--- config.mk ---
export PLATFORM = sky130hd
export DESIGN_NAME = sdram_refresh_seq
export DESIGN_NICKNAME = d
export VERILOG_FILES = /design/src/rtl/rfsh_pkg.sv /design/src/rtl/rfsh_prescaler.sv /design/src/rtl/rfsh_counter.sv /design/src/rtl/rfsh_seq_fsm.sv /design/src/rtl/sdram_refresh_seq.sv
export SDC_FILE = /design/constraint.sdc
export NUM_CORES = 1
export LEC_CHECK = 0
export ABC_CLOCK_PERIOD_IN_PS = 3500
export BUFFER_PORTS_ARGS = -buffer_cell sky130_fd_sc_hd__buf_2
export CAP_MARGIN = 20
export CORE_MARGIN = 1.5
export CORE_UTILIZATION = 40
export CTS_BUF_LIST = sky130_fd_sc_hd__clkbuf_16
export CTS_CLUSTER_DIAMETER = 50
export CTS_CLUSTER_SIZE = 14
export DETAILED_ROUTE_END_ITERATION = 8
export HOLD_SLACK_MARGIN = 0.02
export PLACE_DENSITY = 0.68
export SYNTH_ARGS = -nofsm -noshare
export SYNTH_HDL_FRONTEND = slang
export SYNTH_SLANG_ARGS = --single-unit
--- constraint.sdc ---
create_clock -name clk -period 3.5 [get_ports clk]
set_clock_uncertainty 0.2 [all_clocks]
set_input_delay 0.175 -clock clk [delete_from_list [all_inputs] [get_ports clk]]
set_output_delay 0.175 -clock clk [all_outputs]
set_load 0.03 [all_outputs]
--- src/rtl/rfsh_pkg.sv ---
// Package: shared register addresses, sequencer states and the
// clock-select to divide-shift mapping for the refresh sequencer.
package rfsh_pkg;

    localparam logic [2:0] RA_COUNT   = 3'd0;
    localparam logic [2:0] RA_COMPARE = 3'd1;
    localparam logic [2:0] RA_CLKSEL  = 3'd2;
    localparam logic [2:0] RA_PRECHG  = 3'd3;
    localparam logic [2:0] RA_WAITS   = 3'd4;

    typedef enum logic [2:0] {
        ST_IDLE,
        ST_PALL,
        ST_RP,
        ST_WAIT,
        ST_REF,
        ST_RR,
        ST_RC1,
        ST_RC2
    } rfsh_state_e;

    // Log2 of the divide ratio for a clock-select value (0 = stopped).
    function automatic int unsigned div_shift(input logic [2:0] s);
        case (s)
            3'd1:    return 1;
            3'd2:    return 3;
            3'd3:    return 5;
            3'd4:    return 7;
            3'd5:    return 9;
            3'd6:    return 11;
            3'd7:    return 12;
            default: return 0;
        endcase
    endfunction

endpackage

--- src/rtl/rfsh_prescaler.sv ---
// Clock prescaler: produces a one-cycle tick every 2^div_shift(sel)
// system clocks. Assumes PS_W is wide enough for the largest ratio.
// A select of zero holds the count at zero; restart clears it.
module rfsh_prescaler
    import rfsh_pkg::*;
#(
    parameter int PS_W = 12
) (
    input  logic       clk,
    input  logic       rst_n,
    input  logic [2:0] sel,
    input  logic       restart,
    output logic       tick
);

    logic [PS_W-1:0] pcnt;
    logic [PS_W-1:0] lim;

    // Terminal count for the current select.
    always_comb begin
        lim  = PS_W'((32'd1 << div_shift(sel)) - 32'd1);
        tick = (sel != 3'd0) && (pcnt >= lim);
    end

    // Divider count: hold at zero when stopped, wrap on tick.
    always_ff @(posedge clk) begin
        if (!rst_n) begin
            pcnt <= '0;
        end else if (restart || sel == 3'd0 || tick) begin
            pcnt <= '0;
        end else begin
            pcnt <= pcnt + 1'b1;
        end
    end

    AST_TICK_SPACING: assert property (@(posedge clk) disable iff (!rst_n)
        (tick && !restart) |=> !tick);
    AST_STOPPED_CLEAR: assert property (@(posedge clk) disable iff (!rst_n)
        (sel == 3'd0) |=> (pcnt == '0));

endmodule

--- src/rtl/rfsh_counter.sv ---
// Refresh counter with compare: advances on each prescaler tick,
// clears and pulses req for one cycle when it equals the compare value.
// Software loads take priority over counting.
module rfsh_counter #(
    parameter int CNT_W = 16
) (
    input  logic             clk,
    input  logic             rst_n,
    input  logic             ld_cnt,
    input  logic             ld_cmp,
    input  logic [CNT_W-1:0] wdata,
    input  logic             tick,
    output logic             req
);

    logic [CNT_W-1:0] cnt;
    logic [CNT_W-1:0] cmp;

    // Counter advance, match clear and request pulse.
    always_ff @(posedge clk) begin
        if (!rst_n) begin
            cnt <= '0;
            req <= 1'b0;
        end else begin
            req <= 1'b0;
            if (ld_cnt) begin
                cnt <= wdata;
            end else if (tick) begin
                if (cnt == cmp) begin
                    cnt <= '0;
                    req <= 1'b1;
                end else begin
                    cnt <= cnt + 1'b1;
                end
            end
        end
    end

    // Compare register load.
    always_ff @(posedge clk) begin
        if (!rst_n) begin
            cmp <= '1;
        end else if (ld_cmp) begin
            cmp <= wdata;
        end
    end

    AST_CNT_HOLD: assert property (@(posedge clk) disable iff (!rst_n)
        (!tick && !ld_cnt) |=> $stable(cnt));
    AST_MATCH_CLEARS: assert property (@(posedge clk) disable iff (!rst_n)
        req |-> (cnt == '0));
    AST_REQ_FROM_TICK: assert property (@(posedge clk) disable iff (!rst_n)
        req |-> $past(tick));

endmodule

--- src/rtl/rfsh_seq_fsm.sv ---
// Command sequencer: on a request runs precharge-all, the precharge
// interval, optional waits, auto-refresh and three recovery NOPs.
// A request seen mid-train is held and served right after recovery.
// Assumes the interval fields stay steady while a train runs.
module rfsh_seq_fsm
    import rfsh_pkg::*;
(
    input  logic       clk,
    input  logic       rst_n,
    input  logic       req,
    input  logic [1:0] rp_cyc,
    input  logic [1:0] wt_cyc,
    output logic       ras_n,
    output logic       cas_n,
    output logic       we_n,
    output logic       pre_all,
    output logic       busy
);

    rfsh_state_e state;
    logic [1:0]  tmr;
    logic        pend;
    logic        go;
    logic        accept;

    // Start a train from idle or straight out of the last recovery cycle.
    always_comb begin
        go     = pend || req;
        accept = go && (state == ST_IDLE || state == ST_RC2);
    end

    // State walk, interval timer and held request.
    always_ff @(posedge clk) begin
        if (!rst_n) begin
            state <= ST_IDLE;
            tmr   <= '0;
            pend  <= 1'b0;
        end else begin
            pend <= go && !accept;
            unique case (state)
                ST_IDLE: if (accept) state <= ST_PALL;
                ST_PALL: begin
                    state <= ST_RP;
                    tmr   <= rp_cyc;
                end
                ST_RP: begin
                    if (tmr != 2'd0) begin
                        tmr <= tmr - 2'd1;
                    end else if (wt_cyc == 2'd0) begin
                        state <= ST_REF;
                    end else begin
                        state <= ST_WAIT;
                        tmr   <= wt_cyc - 2'd1;
                    end
                end
                ST_WAIT: begin
                    if (tmr != 2'd0) tmr <= tmr - 2'd1;
                    else             state <= ST_REF;
                end
                ST_REF:  state <= ST_RR;
                ST_RR:   state <= ST_RC1;
                ST_RC1:  state <= ST_RC2;
                ST_RC2:  state <= accept ? ST_PALL : ST_IDLE;
                default: state <= ST_IDLE;
            endcase
        end
    end

    // Pin decode from the state register.
    always_comb begin
        ras_n   = !(state == ST_PALL || state == ST_REF);
        cas_n   = !(state == ST_REF);
        we_n    = !(state == ST_PALL);
        pre_all = (state == ST_PALL);
        busy    = (state != ST_IDLE);
    end

    AST_PALL_THEN_RP: assert property (@(posedge clk) disable iff (!rst_n)
        (state == ST_PALL) |=> (state == ST_RP));
    AST_HELD_SERVED: assert property (@(posedge clk) disable iff (!rst_n)
        (pend && state == ST_RC2) |=> (state == ST_PALL));
    AST_WAIT_NEEDS_FIELD: assert property (@(posedge clk) disable iff (!rst_n)
        (state == ST_WAIT) |-> (wt_cyc != 2'd0));

endmodule

--- src/rtl/sdram_refresh_seq.sv ---
// Top of the refresh sequencer: register write decode, prescaler,
// refresh counter and command sequencer. Clock enable is held high.
module sdram_refresh_seq
    import rfsh_pkg::*;
#(
    parameter int CNT_W = 16,
    parameter int PS_W  = 12
) (
    input  logic             clk,
    input  logic             rst_n,
    input  logic             wr_en,
    input  logic [2:0]       wr_addr,
    input  logic [CNT_W-1:0] wr_data,
    output logic             sdr_cke,
    output logic             sdr_ras_n,
    output logic             sdr_cas_n,
    output logic             sdr_we_n,
    output logic             sdr_pre_all,
    output logic             ext_bus_busy
);

    logic [2:0] clk_sel_q;
    logic [1:0] rp_q;
    logic [1:0] wt_q;
    logic       sel_wr;
    logic       tick;
    logic       req;
    logic       nop_w;
    logic       pall_w;
    logic       ref_w;

    assign sel_wr = wr_en && (wr_addr == RA_CLKSEL);

    // Control field registers.
    always_ff @(posedge clk) begin
        if (!rst_n) begin
            clk_sel_q <= 3'd0;
            rp_q      <= 2'd0;
            wt_q      <= 2'd0;
        end else if (wr_en) begin
            if (wr_addr == RA_CLKSEL) clk_sel_q <= wr_data[2:0];
            if (wr_addr == RA_PRECHG) rp_q      <= wr_data[1:0];
            if (wr_addr == RA_WAITS)  wt_q      <= wr_data[1:0];
        end
    end

    rfsh_prescaler #(.PS_W(PS_W)) u_pre (
        .clk     (clk),
        .rst_n   (rst_n),
        .sel     (clk_sel_q),
        .restart (sel_wr),
        .tick    (tick)
    );

    rfsh_counter #(.CNT_W(CNT_W)) u_cnt (
        .clk    (clk),
        .rst_n  (rst_n),
        .ld_cnt (wr_en && wr_addr == RA_COUNT),
        .ld_cmp (wr_en && wr_addr == RA_COMPARE),
        .wdata  (wr_data),
        .tick   (tick),
        .req    (req)
    );

    rfsh_seq_fsm u_fsm (
        .clk     (clk),
        .rst_n   (rst_n),
        .req     (req),
        .rp_cyc  (rp_q),
        .wt_cyc  (wt_q),
        .ras_n   (sdr_ras_n),
        .cas_n   (sdr_cas_n),
        .we_n    (sdr_we_n),
        .pre_all (sdr_pre_all),
        .busy    (ext_bus_busy)
    );

    assign sdr_cke = 1'b1;

    // Command classification used by the pin-level checks.
    always_comb begin
        nop_w  = sdr_ras_n && sdr_cas_n && sdr_we_n;
        pall_w = !sdr_ras_n && sdr_cas_n && !sdr_we_n;
        ref_w  = !sdr_ras_n && !sdr_cas_n && sdr_we_n;
    end

    AST_QUIET_WHEN_FREE: assert property (@(posedge clk) disable iff (!rst_n)
        !ext_bus_busy |-> (nop_w && !sdr_pre_all));
    AST_PALL_SELECTS_ALL: assert property (@(posedge clk) disable iff (!rst_n)
        pall_w |-> sdr_pre_all);
    AST_REF_RECOVERY: assert property (@(posedge clk) disable iff (!rst_n)
        ref_w |=> nop_w ##1 nop_w ##1 nop_w);

endmodule

==> key figures <==
Synthesis
  – Post-synth ARST share: 0%
  – Netlist cell types: 62
  – Synth area leaders: dfxtp_1 35%, nand2_1 7.9%, ha_1 6.5%
  – Cell accounting for the most synthesized area: dfxtp_1
  – Mean Syn Cell Area: 7.98 um^2
  – Share of the synthesized area in the top cell type: 35.2%
  – Post-synth EDFFs: 0
  – Post-synth top flop: dfxtp_1
  – Cell Area, Synth: 3300 um^2
  – Seq/Total Area, Yosys: 35.2%
  – Synthesis warning total: 0
  – Syn nets: 452
  – Yosys reg bits: 58
  – Synthesized instance count: 413

Setup path
  – Required time of the critical path: 3.54 ns
  – Crit path DAT: 3.24 ns
  – CP bufs+invs: 1
  – Slowest stage delay, CP: 0.43 ns
  – CP max FO: 19
  – CP Launch Type: flop
  – Worst Setup End Kind: flop
  – Cell Chain, Critical Path: inv_1 -> nand2_1 -> ha_1 -> nand3_1 -> ha_1 -> nand2_1 -> o21ai_0 -> o22ai_2 -> nor2_4 -> nand2_2 -> o221ai_1
  – Kind of critical path: reg2reg
  – Kind of cell adding the most delay to the critical path: simple AND/OR/NAND/NOR gates
  – Reg2reg setup slack: 0.29 ns
  – Slowest cell on crit path: dfxtp_1

Global route
  – Global routing usage on met2: 29.8%
  – Vias in the first global route: 2808
  – Global-route wire length before repair: 13100 um
  – Number of antenna violations at the first check in global routing: 0
  – Largest net degree at the start of global routing: 37
  – Busiest grt layer: met2
  – GR Layer Usage met1: 25.3%
  – All-layer global routing usage: 19.3%
  – Grt total ovfl: 0
  – Met3 Usage GRT: 3.56%

Clocking
  – Clk sinks: 58
  – Clk root buf: clkbuf_16
  – Total CTS buffers: 9
  – Clk Latency, worst-skew pair: 0.33 ns
  – H-Tree Depth: 3
  – CTS max path bufs: 2
  – Clock transition at path regs: 0.06 ns
  – Post-CTS resize count: 0
  – CTS tree: built

Layout
  – Utilization after layout: 50.2%
  – Nets: 490
  – Area Overhead vs Synth: 19.5%
  – Commonest non-fill, non-tap cell in the layout: nand2_1
  – Final instance area: 3940 um^2
  – Fillers: 789
  – Commonest cells after routing, fill and taps aside: 69 x nand2_1, 58 x dfxtp_1, 43 x nor2_1
  – Multi-input logic area: 1970 um^2
  – Share of cells above drive strength 1: 12.5%
  – Register area: 1160 um^2
  – Non-filler instance count after layout: 558
  – # diodes: 0

Die
  – Placeable Area: 7850 um^2
  – DIE AREA: 8790 um^2
  – Chip width: 93.8 um
  – Row cnt: 32
  – Starting Density: 42.0%
  – IO Pins: 28
  – Die height: 93.8 um

Detailed routing
  – DR pass1 iterations: 4
  – Vias per inst: 5.40
  – DRC: 0
  – Wire per inst: 14.3 um
  – Vias after detailed routing: 3015
  – Iter 0 DRT Violations: 156
  – Routed WL: 7970 um
  – Final ANT Viol Nets: 0

STA
  – Worst-Margin Slew: 0.730 ns
  – Minimum clock period: 3.21 ns
  – Max-slew violations: 0
  – Setup TNS: 0 ns
  – Final-report setup violation count: 0
  – Post-route clock period utilization: 91.6%
  – RSZ-0062 raised after global routing: false
  – Relative slew slack: 51.3%
  – Max Clk Rate: 312 MHz
  – Endpoints failing hold: 0

Job
  – Max-cap viol count: 0

Pwr
  – Leak: 1.54 nW
  – PwrDens: 427 nW/um^2
  – Worst vdd ir: 0.192 mV

Placed design
  – Dpl cell area: 3490 um^2
  – GPL Wtd Cong: 0.828
  – Placed Cells: 526
  – PortBufs: 26
  – Final HPWL DP: 5320 um

Worst hold path
  – Hold crit path type: in2reg

Status
  – Status: finished clean
sequential cells by signal, indices dropped and copies added, names as in the netlist:
register     cells
wt_q             2
u_cnt.cmp       16
clk_sel_q        3
u_fsm.pend       1
rp_q             2
u_fsm.state      3
u_pre.pcnt      12
u_cnt.req        1
u_cnt.cnt       16
u_fsm.tmr        2
synthesized netlist by cell type, types with 2 or more instances:
cell,number
a211oi_1,3
o221ai_1,4
a22oi_1,4
nor4_1,6
and2_1,2
a31oi_1,3
nand2b_1,3
a32o_1,9
o21ai_0,13
a21oi_1,12
buf_6,2
xnor2_1,6
nor2_1,43
o22ai_1,3
dfxtp_1,58
nor2b_1,4
nand2_2,2
o21a_1,2
a32oi_1,2
nand3_1,31
nand2_1,69
ha_1,17
o21ai_1,3
buf_2,3
o211a_1,2
a21boi_0,2
and3_1,4
o32ai_1,2
nor3_1,6
clkbuf_1,14
xor2_1,20
mux2i_1,7
inv_1,18
nand4_1,6
tightest hold or removal path, cell delays in order:
cell and delay (ns):
buf_2 0.13, nor3_1 0.10, mux2i_1 0.12, nor2_1 0.07
power breakdown:
part | leakage, nW | switching (mW) | total, mW | internal (mW)
sequential | 0.470 | 0.0148 | 0.690 | 0.675
clock | 0.140 | 0.310 | 0.851 | 0.541
combinational | 0.932 | 0.0806 | 0.141 | 0.0608
total | 1.54 | 0.405 | 1.68 | 1.28
logic make-up (layout without fill, tap and decap cells):
| family | count (synthesis) | in the layout | synth area share, % |
|---|---|---|---|
| flip-flops | 58 | 58 | 35.2 |
| other | 1 | 1 | 0.114 |
| AND/OR/NAND/NOR | 190 | 190 | 27.4 |
| multiplexers | 7 | 7 | 2.13 |
| buffers and inverters | 38 | 81 | 5.01 |
| XOR/XNOR | 26 | 26 | 6.91 |
| AO/OA/AOI/OAI | 76 | 76 | 16.7 |
| adder cells (fa/ha/maj) | 17 | 17 | 6.45 |
metrics by stage:
stage	worst slack [ns]	power, mW	hold slack [ns]
floorplan	0.625	0.789	0.0990
global placement	0.498	0.828	0.204
detailed placement	0.346	0.830	0.208
CTS	0.278	1.69	0.100
global route	0.0313	1.74	0.140
finish	0.293	1.68	0.0999
metal layers:
layer | wire length (um) | share of wire, % | up-vias
met1 | 3780 | 47 | 1388
met4 | 193 | 2.4 | 0
met2 | 3600 | 45 | 71
li1 | - | - | 1537
met3 | 392 | 4.9 | 19
met5 | 0 | 0 | -
area by class of cell:
type                       count  share of cell area, %
clock buffer                   9                   5.72
clock inverter                 7                   1.52
inverter                      18                   1.72
multi-input combinational    317                   50.0
sequential                    58                   29.5
tap                          102                   3.24
timing repair buffer          47                   8.32
worst paths after layout:
| path | startpoint | to | cells after the start |
|---|---|---|---|
| setup / recovery | clk_sel_q[2] | u_cnt.cnt[2] | 11 |
| hold / removal | wr_addr[0] | wt_q[1] | 4 |
| setup reg to reg | clk_sel_q[2] | u_cnt.cnt[2] | 11 |
| hold reg to reg | u_pre.pcnt[0] | u_pre.pcnt[0] | 1 |
what timing repair did:
action | 4_1_cts | 5_1_grt
endpoints found under the hold margin | 32 | 0
hold buffers | 16 | 0
setup buffers | 0 | 0
endpoints found under the setup margin | 0 | 0
Power figures use the tool's default switching activity.
